<file path="config.mk">
export PLATFORM = sky130hd
export DESIGN_NAME = lps_snoop_ctrl
export DESIGN_NICKNAME = d
export VERILOG_FILES = /design/src/rtl/lps_pkg.sv /design/src/rtl/lps_next_state.sv /design/src/rtl/lps_out_map.sv /design/src/rtl/lps_snoop_ctrl.sv
export SDC_FILE = /design/constraint.sdc
export NUM_CORES = 1
export LEC_CHECK = 0
export BUFFER_PORTS_ARGS = -buffer_cell sky130_fd_sc_hd__buf_2
export CAP_MARGIN = 30
export CORE_AREA = 8 8 45 47
export DETAILED_ROUTE_END_ITERATION = 16
export DIE_AREA = 0 0 53 55
export HOLD_SLACK_MARGIN = 0.1
export PLACE_DENSITY = 0.46
export SETUP_SLACK_MARGIN = 0.1
export SLEW_MARGIN = 15
export SYNTH_ARGS = -nofsm -noshare
export SYNTH_HDL_FRONTEND = slang
export SYNTH_SLANG_ARGS = --single-unit
</file>
<file path="constraint.sdc">
create_clock -name clk -period 3 [get_ports clk]
set_input_delay 0.9 -clock clk [delete_from_list [all_inputs] [get_ports clk]]
set_output_delay 0.9 -clock clk [all_outputs]
set_load 0.1 [all_outputs]
</file>
<file path="src/rtl/lps_pkg.sv">
package lps_pkg;
    localparam int STW = 3;

    typedef enum logic [STW-1:0] {
        ST_RUN       = 3'd0,
        ST_HALT      = 3'd1,
        ST_XHALT     = 3'd2,
        ST_STPG      = 3'd3,
        ST_DEEP      = 3'd4,
        ST_SNP_HALT  = 3'd5,
        ST_SNP_XHALT = 3'd6,
        ST_SNP_STPG  = 3'd7
    } lps_state_e;

    typedef struct packed {
        lps_state_e state;
        logic       busy;
        logic       psi_n;
    } lps_regs_t;

    function automatic logic is_snoop(lps_state_e s);
        return (s == ST_SNP_HALT) || (s == ST_SNP_XHALT) || (s == ST_SNP_STPG);
    endfunction
endpackage

</file>
<file path="src/rtl/lps_next_state.sv">
module lps_next_state
    import lps_pkg::*;
(
    input  lps_state_e cur,
    input  logic       halt_req,
    input  logic       stpgnt_req,
    input  logic       xhalt_en,
    input  logic       dsleep_req,
    input  logic       wake,
    input  logic       snoop_start,
    input  logic       snoop_done,
    output lps_state_e nxt
);
    always_comb begin
        nxt = cur;
        unique case (cur)
            ST_RUN: begin
                if (stpgnt_req)    nxt = ST_STPG;
                else if (halt_req) nxt = xhalt_en ? ST_XHALT : ST_HALT;
            end
            ST_HALT: begin
                if (wake)             nxt = ST_RUN;
                else if (snoop_start) nxt = ST_SNP_HALT;
            end
            ST_XHALT: begin
                if (wake)             nxt = ST_RUN;
                else if (snoop_start) nxt = ST_SNP_XHALT;
            end
            ST_STPG: begin
                if (wake)             nxt = ST_RUN;
                else if (snoop_start) nxt = ST_SNP_STPG;
                else if (dsleep_req)  nxt = ST_DEEP;
            end
            ST_DEEP: begin
                if (wake) nxt = ST_RUN;
            end
            ST_SNP_HALT: begin
                if (snoop_done) nxt = ST_HALT;
            end
            ST_SNP_XHALT: begin
                if (snoop_done) nxt = ST_XHALT;
            end
            ST_SNP_STPG: begin
                if (snoop_done) nxt = ST_STPG;
            end
            default: nxt = ST_RUN;
        endcase
    end
endmodule

</file>
<file path="src/rtl/lps_out_map.sv">
module lps_out_map
    import lps_pkg::*;
(
    input  lps_state_e st,
    output logic       busy,
    output logic       psi_n
);
    always_comb begin
        busy  = is_snoop(st);
        psi_n = (st != ST_DEEP);
    end
endmodule

</file>
<file path="src/rtl/lps_snoop_ctrl.sv">
module lps_snoop_ctrl
    import lps_pkg::*;
(
    input  logic           clk,
    input  logic           rst_n,
    input  logic           halt_req,
    input  logic           stpgnt_req,
    input  logic           xhalt_en,
    input  logic           dsleep_req,
    input  logic           wake,
    input  logic           snoop_start,
    input  logic           snoop_done,
    output logic [STW-1:0] state_code,
    output logic           snoop_busy,
    output logic           psi_n
);
    lps_regs_t  r_d, r_q;
    lps_state_e nxt_state;
    logic       nxt_busy, nxt_psi_n;

    lps_next_state u_next (
        .cur         (r_q.state),
        .halt_req    (halt_req),
        .stpgnt_req  (stpgnt_req),
        .xhalt_en    (xhalt_en),
        .dsleep_req  (dsleep_req),
        .wake        (wake),
        .snoop_start (snoop_start),
        .snoop_done  (snoop_done),
        .nxt         (nxt_state)
    );

    lps_out_map u_map (
        .st    (nxt_state),
        .busy  (nxt_busy),
        .psi_n (nxt_psi_n)
    );

    always_comb begin
        r_d       = r_q;
        r_d.state = nxt_state;
        r_d.busy  = nxt_busy;
        r_d.psi_n = nxt_psi_n;
    end

    always_ff @(posedge clk or negedge rst_n) begin
        if (!rst_n) begin
            r_q.state <= ST_RUN;
            r_q.busy  <= 1'b0;
            r_q.psi_n <= 1'b1;
        end else begin
            r_q <= r_d;
        end
    end

    assign state_code = r_q.state;
    assign snoop_busy = r_q.busy;
    assign psi_n      = r_q.psi_n;

    // indicator low only in deeper sleep
    p_psi_gate_r7: assert property (@(posedge clk) disable iff (!rst_n)
        (!psi_n) |-> (state_code == 3'd4));

    // snoop-service state held until serviced
    p_snoop_hold_r4: assert property (@(posedge clk) disable iff (!rst_n)
        (snoop_busy && !snoop_done) |=> (snoop_busy && $stable(state_code)));

    // return to the origin state
    p_return_xhalt_r5: assert property (@(posedge clk) disable iff (!rst_n)
        (state_code == 3'd6 && snoop_done) |=> (state_code == 3'd2));

    // wake from a non-snoop idle state
    p_wake_r8: assert property (@(posedge clk) disable iff (!rst_n)
        (state_code != 3'd0 && !snoop_busy && wake) |=> (state_code == 3'd0));

    // snoop entry from stop-grant
    p_snoop_entry_r3: assert property (@(posedge clk) disable iff (!rst_n)
        (state_code == 3'd3 && snoop_start && !wake) |=> (state_code == 3'd7 && snoop_busy));
endmodule

</file>
* After elaboration in Yosys (flattened, before gate mapping)
Cells that the tools add are included.
** Storage, ports and cells
- Register bits after elaboration :: 5
- Bits of input ports :: 9
- Output and inout port bits :: 5
- Logic and storage cells :: 32
** Operators by class
- Eq/ne operators :: 11
- Mux-type cells :: 15
- Reductions and logical operators :: 3
** Operator list (count)
- $mux 3 :: 13
- $pmux 3 s8 :: 1
- $eq 3x3->1 const B :: 7
- $eq 3x2->1 const B :: 2
- $eq 3x1->1 const B :: 1
- $logic_not 3->1 :: 1
- $ne 3x3->1 const B :: 1
- $logic_or 1x1->1 :: 2
- $mux 2 :: 1

* Depth between registers and ports, before layout
- Depth after elaboration :: 7
- Gate-level depth with buffers :: 4

* Hierarchy
A second synthesis with hierarchy kept.
** Second synthesis, totals
- Cells, all modules :: 29
- Area total of the unflattened synthesis :: 281.5 um^2
** Modules (own cells, without submodules)
- lps_next_state :: times used 1, cells an instance 22, area an instance 138.9 um^2
- lps_snoop_ctrl :: times used 1, cells an instance 5, area an instance 126.4 um^2
- lps_out_map :: times used 1, cells an instance 2, area an instance 16.3 um^2

* Worst setup path before layout
No wires, ideal clock.
- Path type :: register to output
- Start point :: register r_q, in the netlist state_code[2]
- End point :: output port state_code[2]
- Arrival :: 1.003 ns
- Setup slack :: 1.097 ns
- Cell stages (with the launch flop) :: 1
- Path buffers :: 0
- Cell sequence :: dfrtp_1
** RTL lines
- start, declared :: line lps_snoop_ctrl.sv:17 : lps_regs_t r_d, r_q;
- start signal, assigned :: line lps_snoop_ctrl.sv:52 : r_q <= r_d;
- end, declared :: line lps_snoop_ctrl.sv:13 : output logic [STW-1:0] state_code,
No word-level cell between the ends.

* Worst setup path after layout
- Start point :: register r_q, in the netlist state_code[2]
- End point :: output port state_code[2]
No word-level cell between the ends.

==> metrics <==
clock latency on the worst-skew pair=240 ps; Syn Std Cell Area=304 um^2; critical path type=flop to output pin; Period minus WS final=2120 ps; NumNets Final=54; Core Box Area=0.00138 mm^2; ys async rst share=100%; hold crit path type=input pin to async pin; #FFs+latches synth=5; Clock Tree Buf Depth=2; most common cell in the synthesized netlist=dfrtp_1; final setup TNS=0 ps; Placer Congestion=0.801; Avg WL per Cell=12.5 um; largest cells by area after synthesis=dfrtp_1 33%, o32ai_4 9.1%, dfstp_2 8.6%; total global-route track usage=5.98%; Syn Nets=36; CP Cell Sequence=buf_2; CTS Buf Count=3; fin util=30.0%; final worst path period share=70.6%; YS warnings=0; via-per-instance ratio=4.62; Pins Over Slew Limit=0; Final Hold Fails=0; CP Depth=1; initial antenna violation count=0; Crit. End Element=output pin; commonest cells in the netlist=4 x dfrtp_1, 2 x and3_1, 2 x inv_1, 2 x nand2_1, 2 x nor2_1; Post-Syn Area per Cell=11.3 um^2; PortBufs=13; register area=126 um^2; # H-tree levels=1; worst-case reg-to-reg path depth=4; Diodes inserted=0; Setup crit start kind=flop; drt pass-1 iters=4; ys flop type=dfrtp_1; DIE WIDTH=53 um; cells after synthesis=27; mux cell area share after synthesis=0%; Max Clock Skew=1.08 ps; Sink Count=5; Synth-to-Final Area Change=36.6%; family with the most delay on the worst path=flip-flops; Post-Synth Adder-Cell Area=0%; max_cap viols=0; Seq/Total Area, Yosys=41.6%; WP buf/inv=1; CP max stage delay=490 ps; largest family of logic cells by synthesized area=simple AND/OR/NAND/NOR gates; IO Count=14; worst reg-to-reg setup slack=1700 ps; RR Startpoint=state_code[0]; number of synthesized flops with an enable pin=0; Worst Path Arrival=1220 ps; DRC violations left=0; Die Height=55 um; clock slew at reported path FFs=40 ps; Synth Area in XOR/XNOR=0%; DP Area=389 um^2; critical path data required time=2100 ps; Rows=14; RSZ-0062 raised after global routing=no; largest net degree at the start of global routing=10; outcome=completed; starting density of the core=22.0%; Root Driver=clkbuf_4; worst setup path start=state_code[2]; fin area=415 um^2; Post-CTS Setup Bufs=0; DR vias=277; Peak Freq=472 MHz; Slew Limit Headroom=67.4%; Hold Buf Count CTS=0; first-iteration detailed-routing DRC count=2; Yosys top cell by area=dfrtp_1; Crit Path Max Fanout=9; multi-input logic area=170 um^2; fill count=154; post-synth top area share=32.9%; grt total ovfl=0; Routed Antenna Nets=0; Unique masters post-synth=20; CTS tree=yes; Crit-path slowest cell=dfrtp_1; first-pass GRT wire length=1.23 mm; simple-gate share of the synthesized area=28.4%; vias in the first global route=293; total die area=0.00292 mm^2; # setup viols final=0; WL final=752 um; CTS resizes=0; layout cells sized above 1=52.3%; post-synthesis compound-gate area fraction=27.6%; Worst-Margin Slew=492 ps
==> path summary, 6_finish.rpt <==
kind,end
worst max register to register,snoop_busy
worst min-delay path,snoop_busy
worst min register to register,state_code[1]
worst max-delay path,state_code[2]
max in group asynchronous,psi_n
min in group clk,state_code[1]
==> kinds of logic after synthesis <==
logic type,after synthesis
DFF,5
and+or+nand+nor,12
buffers and inverters,2
AOI/OAI and AO/OA,8
==> layer usage <==
layer / track usage [%] / vias to the layer above / routed length, um
met1: 5.21 / 133 / 288
met5: 0 / - / 0
li1: - / 135 / -
met4: 3.88 / 0 / 0
met3: 4.55 / 0 / 90
met2: 9.57 / 9 / 372
==> stage by stage <==
stage / setup WS, ps / hold WS, ps / cells
after global routing: 821 / 451 / 60
after floorplan: 1100 / 604 / 27
after CTS: 868 / 453 / 60
after detailed placement: 1130 / 717 / 56
after global placement: 1130 / 718 / 56
final: 881 / 461 / 60
==> cells in the final DEF, fill, tap and decap left out, drive strengths merged <==
cell and count:
nand2 2, nor4b 1, and4bb 1, clkbuf 4, a21oi 1, dfrtp 4
inv 2, o21ai 1, dfstp 1, o32a 1, and3 2, nor2b 2
or3 1, o21bai 1, a211oi 1, o32ai 1, buf 13, a21o 1
a31oi 1, nand3b 1, nor2 2
==> layout make-up <==
type | instances | area share (%)
well taps | 16 | 4.82
multi-input cells | 20 | 41.0
flip-flops and latches | 5 | 30.4
clock buffers | 4 | 6.33
inverters | 2 | 1.81
repair buffers | 13 | 15.7
==> flip-flops by register name (all words and copies together), names as in the netlist <==
signal / count
psi_n: 1
state_code: 3
snoop_busy: 1
Power is not shown: default switching activity piles up to over one toggle a cycle in this logic, so the estimate is an artifact.
